### src/rtl/kev_pkg.sv
package kev_pkg;
  typedef enum logic [2:0] {
    ST_IDLE,
    ST_ADDR,
    ST_AACK,
    ST_TX,
    ST_TACK
  } kev_state_e;
endpackage

### src/rtl/kev_bus_sync.sv
module kev_bus_sync #(
  parameter int STAGES = 2
) (
  input  logic clk,
  input  logic rst_n,
  input  logic scl_in,
  input  logic sda_in,
  output logic scl_s,
  output logic sda_s,
  output logic scl_rise,
  output logic scl_fall,
  output logic start_det,
  output logic stop_det
);
  logic [STAGES-1:0] scl_pipe, sda_pipe;
  logic scl_q, sda_q;

  always_ff @(posedge clk or negedge rst_n) begin
    if (!rst_n) begin
      scl_pipe <= '1;
      sda_pipe <= '1;
      scl_q    <= 1'b1;
      sda_q    <= 1'b1;
    end else begin
      scl_pipe <= {scl_pipe[STAGES-2:0], scl_in};
      sda_pipe <= {sda_pipe[STAGES-2:0], sda_in};
      scl_q    <= scl_pipe[STAGES-1];
      sda_q    <= sda_pipe[STAGES-1];
    end
  end

  assign scl_s     = scl_pipe[STAGES-1];
  assign sda_s     = sda_pipe[STAGES-1];
  assign scl_rise  = scl_s & ~scl_q;
  assign scl_fall  = ~scl_s & scl_q;
  assign start_det = scl_s & scl_q & sda_q & ~sda_s;
  assign stop_det  = scl_s & scl_q & ~sda_q & sda_s;
endmodule

### src/rtl/kev_ctrl.sv
module kev_ctrl
  import kev_pkg::*;
#(
  parameter int DATA_W  = 8,
  parameter int ADDR_W  = 7,
  parameter int STRAP_W = 2,
  parameter logic [ADDR_W-STRAP_W-1:0] ADDR_HI = 5'b01000
) (
  input  logic               clk,
  input  logic               rst_n,
  input  logic               sda_s,
  input  logic               scl_rise,
  input  logic               scl_fall,
  input  logic               start_det,
  input  logic               stop_det,
  input  logic [STRAP_W-1:0] strap,
  input  logic               evq_empty,
  input  logic [DATA_W-1:0]  evq_key,
  input  logic [DATA_W-1:0]  evq_dur,
  output logic               sda_pull,
  output logic               evq_pop
);
  localparam int CNT_W = $clog2(DATA_W + 1);
  localparam logic [CNT_W-1:0] LAST_BIT = CNT_W'(DATA_W - 1);
  localparam logic [CNT_W-1:0] ADDR_END = CNT_W'(DATA_W);

  kev_state_e        state, n_state;
  logic [CNT_W-1:0]  bitcnt, n_bitcnt;
  logic [DATA_W-1:0] shreg, n_shreg;
  logic [DATA_W-1:0] dur_l, n_dur_l;
  logic              have_l, n_have_l;
  logic              idx, n_idx;
  logic              acked, n_acked;
  logic              pull, n_pull;
  logic              pop, n_pop;
  logic              addr_hit;

  assign addr_hit = (shreg[DATA_W-1:1] == {ADDR_HI, strap}) && shreg[0];

  always_comb begin
    n_state  = state;
    n_bitcnt = bitcnt;
    n_shreg  = shreg;
    n_dur_l  = dur_l;
    n_have_l = have_l;
    n_idx    = idx;
    n_acked  = acked;
    n_pull   = pull;
    n_pop    = 1'b0;
    if (start_det) begin
      n_state  = ST_ADDR;
      n_bitcnt = '0;
      n_pull   = 1'b0;
      n_acked  = 1'b0;
      n_idx    = 1'b0;
    end else if (stop_det) begin
      n_state = ST_IDLE;
      n_pull  = 1'b0;
    end else begin
      case (state)
        ST_ADDR: begin
          if (scl_rise) begin
            n_shreg  = {shreg[DATA_W-2:0], sda_s};
            n_bitcnt = bitcnt + 1'b1;
          end else if (scl_fall && bitcnt == ADDR_END) begin
            if (addr_hit) begin
              n_pull  = 1'b1;
              n_state = ST_AACK;
            end else begin
              n_state = ST_IDLE;
            end
          end
        end
        ST_AACK: begin
          if (scl_fall) begin
            n_shreg  = evq_empty ? '1 : evq_key;
            n_dur_l  = evq_empty ? '0 : evq_dur;
            n_have_l = ~evq_empty;
            n_pull   = evq_empty ? 1'b0 : ~evq_key[DATA_W-1];
            n_bitcnt = '0;
            n_idx    = 1'b0;
            n_state  = ST_TX;
          end
        end
        ST_TX: begin
          if (scl_fall) begin
            if (bitcnt == LAST_BIT) begin
              n_pull  = 1'b0;
              n_acked = 1'b0;
              n_state = ST_TACK;
            end else begin
              n_shreg  = {shreg[DATA_W-2:0], 1'b0};
              n_pull   = ~shreg[DATA_W-2];
              n_bitcnt = bitcnt + 1'b1;
            end
          end
        end
        ST_TACK: begin
          if (scl_rise) begin
            if (sda_s) begin
              n_state = ST_IDLE;
            end else if (idx) begin
              n_pop   = have_l;
              n_state = ST_IDLE;
            end else begin
              n_acked = 1'b1;
            end
          end else if (scl_fall && acked) begin
            n_shreg  = dur_l;
            n_pull   = ~dur_l[DATA_W-1];
            n_bitcnt = '0;
            n_idx    = 1'b1;
            n_acked  = 1'b0;
            n_state  = ST_TX;
          end
        end
        default: n_state = ST_IDLE;
      endcase
    end
  end

  always_ff @(posedge clk or negedge rst_n) begin
    if (!rst_n) begin
      state  <= ST_IDLE;
      bitcnt <= '0;
      shreg  <= '0;
      dur_l  <= '0;
      have_l <= 1'b0;
      idx    <= 1'b0;
      acked  <= 1'b0;
      pull   <= 1'b0;
      pop    <= 1'b0;
    end else begin
      state  <= n_state;
      bitcnt <= n_bitcnt;
      shreg  <= n_shreg;
      dur_l  <= n_dur_l;
      have_l <= n_have_l;
      idx    <= n_idx;
      acked  <= n_acked;
      pull   <= n_pull;
      pop    <= n_pop;
    end
  end

  assign sda_pull = pull;
  assign evq_pop  = pop;
endmodule

### src/rtl/kev_i2c_reader.sv
module kev_i2c_reader #(
  parameter int SYNC_STAGES = 2,
  parameter int DATA_W      = 8,
  parameter int ADDR_W      = 7,
  parameter int STRAP_W     = 2,
  parameter logic [ADDR_W-STRAP_W-1:0] ADDR_HI = 5'b01000
) (
  input  logic               clk,
  input  logic               rst_n,
  input  logic               scl_in,
  input  logic               sda_in,
  output logic               sda_pull,
  input  logic [STRAP_W-1:0] strap,
  input  logic               evq_empty,
  input  logic [DATA_W-1:0]  evq_key,
  input  logic [DATA_W-1:0]  evq_dur,
  output logic               evq_pop
);
  logic scl_s, sda_s, scl_rise, scl_fall, start_det, stop_det;

  kev_bus_sync #(.STAGES(SYNC_STAGES)) u_sync (
    .clk(clk), .rst_n(rst_n), .scl_in(scl_in), .sda_in(sda_in),
    .scl_s(scl_s), .sda_s(sda_s), .scl_rise(scl_rise), .scl_fall(scl_fall),
    .start_det(start_det), .stop_det(stop_det)
  );

  kev_ctrl #(
    .DATA_W(DATA_W), .ADDR_W(ADDR_W), .STRAP_W(STRAP_W), .ADDR_HI(ADDR_HI)
  ) u_ctrl (
    .clk(clk), .rst_n(rst_n), .sda_s(sda_s), .scl_rise(scl_rise),
    .scl_fall(scl_fall), .start_det(start_det), .stop_det(stop_det),
    .strap(strap), .evq_empty(evq_empty), .evq_key(evq_key),
    .evq_dur(evq_dur), .sda_pull(sda_pull), .evq_pop(evq_pop)
  );
endmodule

### config.mk
export PLATFORM = sky130hd
export DESIGN_NAME = kev_i2c_reader
export DESIGN_NICKNAME = d
export VERILOG_FILES = /design/src/rtl/kev_pkg.sv /design/src/rtl/kev_bus_sync.sv /design/src/rtl/kev_ctrl.sv /design/src/rtl/kev_i2c_reader.sv
export SDC_FILE = /design/constraint.sdc
export NUM_CORES = 1
export LEC_CHECK = 0
export CORE_AREA = 3 3 73 75
export DETAILED_ROUTE_END_ITERATION = 12
export DIE_AREA = 0 0 76 78
export SLEW_MARGIN = 20
export SYNTH_ARGS = -nofsm -noshare
export SYNTH_HDL_FRONTEND = slang
export SYNTH_SLANG_ARGS = --single-unit
### constraint.sdc
create_clock -name clk -period 2.6 [get_ports clk]
set_input_delay 0.78 -clock clk [delete_from_list [all_inputs] [get_ports clk]]
set_output_delay 0.78 -clock clk [all_outputs]
set_load 0.005 [all_outputs]
==> Word-level counts from Yosys, hierarchy flattened <==
Cells that the tools add are included.
{ "word_totals": {"input_bits": 23, "reg_bits": 34, "word_cells": 144} }
{ "classes": {"mux": 64, "add_sub_neg": 1, "reduce_logical": 15, "n_bitwise": 17, "n_eq_ne": 34} }
{ "ops": {"columns": ["op", "n"], "rows": [
  ["$mux 8", 8],
  ["$mux 3", 11],
  ["$mux 4", 8],
  ["$pmux 8 s4", 1],
  ["$mux 1", 30],
  ["$ne 4x3->1 const B", 7],
  ["$ne 4x4->1 const B", 4],
  ["$pmux 4 s4", 1],
  ["$reduce_and 8->1", 2],
  ["$reduce_and 7->1", 2],
  ["$ne 3x2->1 const B", 4],
  ["$pmux 3 s4", 1],
  ["$not 1->1", 10],
  ["$ne 3x3->1 const B", 3],
  ["$reduce_and 9->1", 1],
  ["$ne 2x2->1 const B", 4],
  ["$and 1x1->1", 7],
  ["$eq 7x6->1", 1],
  ["$eq 3x2->1 const B", 2],
  ["$ne 2x1->1 const B", 3],
  ["$ne 6x5->1 const B", 1],
  ["$reduce_bool 3->1", 2],
  ["$reduce_bool 6->1", 1],
  ["$ne 5x4->1 const B", 1],
  ["other kinds (13)", 16]
]} }

==> Depth between registers and ports, before layout <==
Gate-level depths: netlist (run 1).
{ "depth": {"ltp_word": 8, "ltp_mapped": 7} }

==> Modules after synthesis <==
Synthesis (run 1) repeated with hierarchy kept, for this count alone.
{ "hier_totals": {"cells_unflattened": 221, "area_unflattened_um2": 1909.3} }
{ "by_module_without_submodules": {"columns": ["mod", "area_per_inst_um2", "cells_per_inst", "n_inst"], "rows": [
  ["kev_ctrl", 1719.1, 211, 1],
  ["kev_bus_sync", 190.2, 10, 1]
]} }

==> Worst setup path after synthesis (run 1) <==
OpenSTA, ideal clock, no wires.
{ "synth_path": {"path_kind": "register to register", "start": "reg u_ctrl.state[1]", "end": "reg u_ctrl.bitcnt[2]", "setup_ns": 0.077, "arrival_time_ns": 1.777, "period_less_slack_ns": 1.854, "n_path_buf": 1, "path_slack_ns": 0.746, "stages_incl_launch_ff": 6, "path_cell_list": "dfrtp_1 buf_2 or3_1 a31o_2 or4_1 a21oi_1"} }
{ "synth_between": {"elab_chain_cells": 4} }
{ "synth_lines": {"columns": ["element", "line", "source"], "rows": [
  ["start, declared", "kev_ctrl.sv:27", "kev_state_e state, n_state;"],
  ["start signal, assigned", "kev_ctrl.sv:134", "state <= n_state;"],
  ["$eq 3x3->1 (tied with other cells)", "kev_ctrl.sv:60", "case (state)"],
  ["$pmux 4 s4", "kev_ctrl.sv:60", null],
  ["$mux 4", "kev_ctrl.sv:56", "end else if (stop_det) begin"],
  ["$mux 4", "kev_ctrl.sv:50", "if (start_det) begin"],
  ["end signal, assigned", "kev_ctrl.sv:135", "bitcnt <= n_bitcnt;"],
  ["end, declared", "kev_ctrl.sv:28", "logic [CNT_W-1:0] bitcnt, n_bitcnt;"]
]} }
Several ways; a longest one is shown, not always the timed one. The select of a mux whose other input is x is not followed.
A chain may end at the register's enable or synchronous reset.

==> Worst setup path after layout (run 1) <==
{ "layout_path": {"start": "reg u_ctrl.state[0]", "end": "reg u_ctrl.bitcnt[2]"} }
The elaborated chain is that of the path after synthesis.

==> flow_summary.toml, run 1 <==
[outcome]
outcome = "completed"

[synth]
syn_area_per_cell_um2 = 9.07
yosysMostFrequentCell = "nand2_1"
synthXorXnorAreaFrac_pct = 1.39
synth_edf_count = 0
synth_cells = 208
synth_compound_area_share_pct = 22.3
synthTopCellsByCount = "nand2_1 (30), dfrtp_1 (28), o21ai_0 (28), nand2b_1 (12), nor2_1 (10)"
synth_top_family_by_area = "simple AND/OR/NAND/NOR gates"
synth_mux_area_share_pct = 1.66
synth-seq-cells = 34
synth.area.top_cells = "dfrtp_1 (37%), dfstp_2 (8.4%), o21ai_0 (7.4%)"
synth_largest_area_cell = "dfrtp_1"
synth_top_cell_area_share_pct = 37.1
synthSimpleGateAreaFrac_pct = 24.1
syn-num-nets = 233
async_flop_share_pct = 100
ys_seq_area_share_pct = 45.5
syn_area_mm2 = 0.00189
synthAdderAreaFrac_pct = 1.33
yosysUniqueCellTypes = 48
synth_warnings = 0
synth_ff_type = "dfrtp_1"

[final_layout]
multi_input_area_um2 = 960
final_cells = 302
num_antenna_cells = 0
seq_area_um2 = 858
fin_nets = 259
drive_gt1_share_pct = 12.8
nFillCells = 475
synthToLayoutAreaGrowth_pct = 22.3

[die]
fp.dieW_um = 76
start_util_pct = 39.9
ioPinCount = 25
core-area_mm2 = 0.00472
die_area_mm2 = 0.00593
rows = 25
die_y_um = 78

[critical_path]
regToRegSetupSlack_ns = 0.44
crit_fanout = 14
reg2reg_from = "u_ctrl.state[0]"
rr_worst_depth = 5
crit_required_ns = 2.81
path_class = "reg2reg"
start_kind = "register"
rr_endpoint = "u_ctrl.bitcnt[2]"
crit_arrival_ns = 2.37
endpoint_kind = "register"

[pwr]
switching_share_pct = 25.2
power_frac_comb_pct = 12.5
power.switching_uw = 295
p_per_area_mw_per_mm2 = 507
power.share.clock_pct = 34.4
intPower_uw = 874
p_leak_uw = 0.000995
p_seq_share_pct = 53.1
ir_drop_mv = 0.242

[sta]
fmax_mhz = 463
setup_tns_ns = 0
slew_viol_final = 0
finClkSkew_ns = 0.00563
setup_violations = 0
hold_viol = 0
period_minus_slack_ns = 2.16
period_share_pct = 83.1
max_slew_margin_pct = 67.1
rsz0062_at_grt = "false"
setup_slack_ns = 0.438
tightestPinTransition_ns = 0.492

[placed_design]
place_congestion = 0.852
io_buffers = 24
dp_slack_ns = 0.356
dpl.cell_count = 294
dp.final_hpwl_um = 3130

[clock_tree]
cts_root_buf = "clkbuf_8"
cts_setup_buffers = 0
cts_tree = "yes"
htree_num_levels = 2
cts_hold_buf = 0
clock_path_buffers = 2
cts_inserted_buffers = 5
cts.sinks = 34
clk_latency_ns = 0.29
path_clk_slew_ns = 0.07
cts_resized = 0

[global_routing]
antenna_found_initial = 0
grt_pass1_vias = 1539
grt_overflow = 0
grt_pass1_wl_um = 7280
grt_use_total_pct = 15.6
grt_start_max_net_pins = 35

[min_path]
holdCritStartpoint = "u_sync.sda_pipe[0]"
hold_path_end = "u_sync.sda_pipe[1]"
min_path_type = "reg2reg"
hold_depth = 0

[route]
drt_iter0_markers = 123
drc_errors = 0
drt-vias-per-instance = 5.26
drt-wirelength-per-cell_um = 14.2
drt-total-wl_um = 4280
vias = 1590
drtAntennaViolNets = 0
firstDrtPassIters = 4

[run]
drv_cap = 0
state kept, by name, indices dropped and copies added (netlist names):
name,count
u_ctrl.acked,1
u_ctrl.bitcnt,4
u_ctrl.dur_l,8
u_ctrl.evq_pop,1
u_ctrl.have_l,1
u_ctrl.idx,1
u_ctrl.sda_pull,1
u_ctrl.shreg,8
u_ctrl.state,3
u_sync.scl_pipe,2
u_sync.scl_q,1
u_sync.sda_pipe,2
u_sync.sda_q,1
routing by layer:
| metal | up-vias | share of wire [%] | GRT usage [%] |
|---|---|---|---|
| li1 | 798 | - | - |
| met1 | 756 | 50 | 21.4 |
| met2 | 29 | 44 | 23.0 |
| met3 | 7 | 3.7 | 4.18 |
| met4 | 0 | 2.3 | 7.07 |
| met5 | - | 0 | 0 |
worst max-delay path, cell delays in order, from the launching register on:
cell and delay (ns):
dfrtp_1 0.63, nand2b_1 0.15, or3_1 0.36, a31o_2 0.30, or4_1 0.51, a21oi_1 0.13
final cells by class:
class	instances	share of cell area (%)
sequential	34	37.2
timing repair buffer	32	13.0
inverter	4	0.650
clock buffer	7	3.74
clock inverter	1	0.217
multi-input combinational	157	41.6
tap	67	3.63
power by group through the flow:
stage | Combinational [uW] | Clock (uW) | Sequential (uW)
2_1_floorplan | 90.9 | 0 | 613
3_3_place_gp | 145 | 0 | 631
3_5_place_dp | 148 | 0 | 630
4_1_cts | 148 | 422 | 620
5_1_grt | 171 | 445 | 627
6_report | 147 | 402 | 621
how the worst max path moves through the flow:
| stage | from | endpoint | cells after the start |
|---|---|---|---|
| final | u_ctrl.state[0] | u_ctrl.bitcnt[2] | 5 |
| after detailed placement | evq_empty | u_ctrl.shreg[2] | 5 |
| after CTS | u_ctrl.state[0] | u_ctrl.bitcnt[2] | 5 |
| after global routing | u_ctrl.state[0] | u_ctrl.bitcnt[2] | 5 |
| after global placement | evq_empty | u_ctrl.shreg[2] | 5 |
| after floorplan | u_ctrl.state[1] | u_ctrl.bitcnt[2] | 5 |
stage by stage:
stage                     hold slack [ns]  util [%]  total power [uW]  instance area [um^2]
after CTS                           0.358      48.9              1190                  2310
after detailed placement            0.347      46.9               778                  2220
after global placement              0.347      46.9               776                  2220
after floorplan                     0.345         -               704                  1890
after global routing                0.359      48.9              1240                  2310
final                               0.356      48.9              1170                  2310
cell families after synthesis:
logic type                 count (synthesis)
muxes                                      3
AOI/OAI and AO/OA                         65
and+or+nand+nor                           84
DFF                                       34
buffers and inverters                     17
adders and majority gates                  2
xor gates and xnor gates                   3
placed cells by master, fill, tap and decap left out, drive strengths merged, types with 3 or more instances in the layout:
cell type      count
inv                4
nand3              6
clkbuf             7
clkdlybuf4s50     24
nand2b            12
and3               3
nand2             30
buf                8
o21a               5
o21ai             29
or4                3
dfstp              6
nor2              11
a21oi              9
dfrtp             28
a221oi             5
(Power assumes the default switching activity.)
==> run 2, diff against run 1 <==
clock period = 2 ns   (was 2.6 ns; I/O delays follow)
==> run 2 against run 1 <==
Against the previous run:
- sequential share of layout area is 1.5 points lower
- combinational power is 46% higher
- maximum frequency is 11% higher
==> flow_summary.toml, run 2 (synthesis gave the netlist of run 1 again) <==
[clock_tree]
cts.sinks = 34
clk_latency_ns = 0.29
cts_root_buf = "clkbuf_8"
cts_tree = "yes"
htree_num_levels = 2
cts_hold_buf = 0
path_clk_slew_ns = 0.07
clock_path_buffers = 2
cts_inserted_buffers = 5
cts_setup_buffers = 0
cts_resized = 0

[sta]
period_minus_slack_ns = 1.95
setup_tns_ns = 0
period_share_pct = 97.3
tightestPinTransition_ns = 0.497
setup_violations = 0
fmax_mhz = 514
hold_viol = 0
slew_viol_final = 0
finClkSkew_ns = 0.00586
max_slew_margin_pct = 66.8
rsz0062_at_grt = "false"

[route]
vias = 1637
drt-vias-per-instance = 5.26
drtAntennaViolNets = 0
drt-wirelength-per-cell_um = 14.3
drt_iter0_markers = 126
drc_errors = 0
firstDrtPassIters = 4
drt-total-wl_um = 4460

[die]
die_y_um = 78
start_util_pct = 39.9
die_area_mm2 = 0.00593
core-area_mm2 = 0.00472
ioPinCount = 25
rows = 25
fp.dieW_um = 76

[critical_path]
endpoint_kind = "register"
slowest_stage = "dfstp_2"
crit_arrival_ns = 2.17
path_class = "reg2reg"
worst-path-buf-inv = 0
start_kind = "register"
crit_required_ns = 2.22
critical_path.max_stage_delay_ns = 0.54
crit_fanout = 7
worstPathCellList = "nand2b_1 > or3_1 > a31o_2 > or4_1 > a21oi_1"
critPathTopFamily = "simple AND/OR/NAND/NOR gates"

[global_routing]
antenna_found_initial = 0
grt_pass1_wl_um = 7440
grt_pass1_vias = 1518
grt_use_total_pct = 15.9
grt_overflow = 0
grt_start_max_net_pins = 35

[pwr]
p_leak_uw = 0.00104
ir_drop_mv = 0.373
total_power_uw = 1560
p_per_area_mw_per_mm2 = 648

[final_layout]
multi_input_area_um2 = 972
nFillCells = 427
fin_nets = 268
drive_gt1_share_pct = 17.6
num_antenna_cells = 0
layout_common_cells = "nand2_1 (30), o21ai_0 (28), dfrtp_1 (28), clkdlybuf4s50_1 (24), buf_4 (16)"
seq_area_um2 = 858
reg_top3 = "u_ctrl.dur_l: 8 flops, u_ctrl.shreg: 8 flops, u_ctrl.bitcnt: 4 flops"
layout_commonest_cell = "nand2_1"
synthToLayoutAreaGrowth_pct = 27.5

[placed_design]
dp.final_hpwl_um = 3310
place_congestion = 0.824
io_buffers = 24

[run]
drv_cap = 0

[outcome]
outcome = "completed"

[min_path]
min_path_type = "reg2reg"
[run 2: changes by cell type in the layout (fill, tap and decap cells not counted), sizes merged]
cell,delta
clkbuf,-1
buf,+9
clkinvlp,+1
[run 2: worst reg2reg max path: cells and delay by family, from the launching register on]
family	cells	cell delay, ns
AO/OA/AOI/OAI	2	0.43
flip-flops	1	0.54
AND/OR/NAND/NOR	3	0.89
[run 2: area by class of cell]
| class | count | area share, % |
|---|---|---|
| clock buffer | 6 | 3.43 |
| clock inverter | 2 | 0.520 |
| inverter | 4 | 0.624 |
| multi-input combinational | 157 | 40.4 |
| sequential | 34 | 35.7 |
| tap | 67 | 3.49 |
| timing repair buffer | 41 | 15.8 |
[run 2: path summary, 6_finish.rpt]
kind | start | end | slack [ns] | depth (start not counted)
worst max-delay path | u_sync.scl_pipe[1] | u_ctrl.bitcnt[2] | 0.05 | 5
worst min-delay path | u_sync.scl_pipe[0] | u_sync.scl_pipe[1] | 0.36 | 0
worst max register to register | u_sync.scl_pipe[1] | u_ctrl.bitcnt[2] | 0.05 | 5
worst min register to register | u_sync.scl_pipe[0] | u_sync.scl_pipe[1] | 0.36 | 0
max in group asynchronous | rst_n | u_sync.sda_pipe[0] | 1.09 | 2
min in group asynchronous | rst_n | u_ctrl.bitcnt[1] | 0.67 | 2
[run 2: power breakdown]
part / internal (uW) / switching [uW] / total (uW)
clock network: 277 / 265 / 541
registers: 749 / 53.2 / 802
logic: 122 / 92.1 / 215
[run 2: per-layer routing]
metal | track usage [%] | part of all wire, % | routed length (um) | vias to the layer above
met5 | 0 | 0 | 0 | -
met4 | 5.98 | 1.7 | 75 | 0
met3 | 4.06 | 4.9 | 220 | 6
met2 | 23.0 | 45 | 2000 | 40
met1 | 22.6 | 48 | 2160 | 772
li1 | - | - | - | 819
[run 2: per-stage QoR]
stage	setup WS (ns)	instance area (um^2)	util, %	instances	hold slack [ns]
after CTS	0.00562	2390	50.6	311	0.357
after floorplan	0.146	1890	-	208	0.304
after global placement	0.0394	2300	48.6	303	0.346
after global routing	0.00620	2400	50.9	311	0.361
after detailed placement	0.0110	2300	48.6	303	0.347
final	0.0535	2400	50.9	311	0.357
==> run 3, diff against run 2 <==
CTS_CLUSTER_SIZE = 10   (was unset)
SLEW_MARGIN = unset   (was 20)
==> results of run 3 <==
No change in the layout: final DEF, timing and power equal those of run 2.
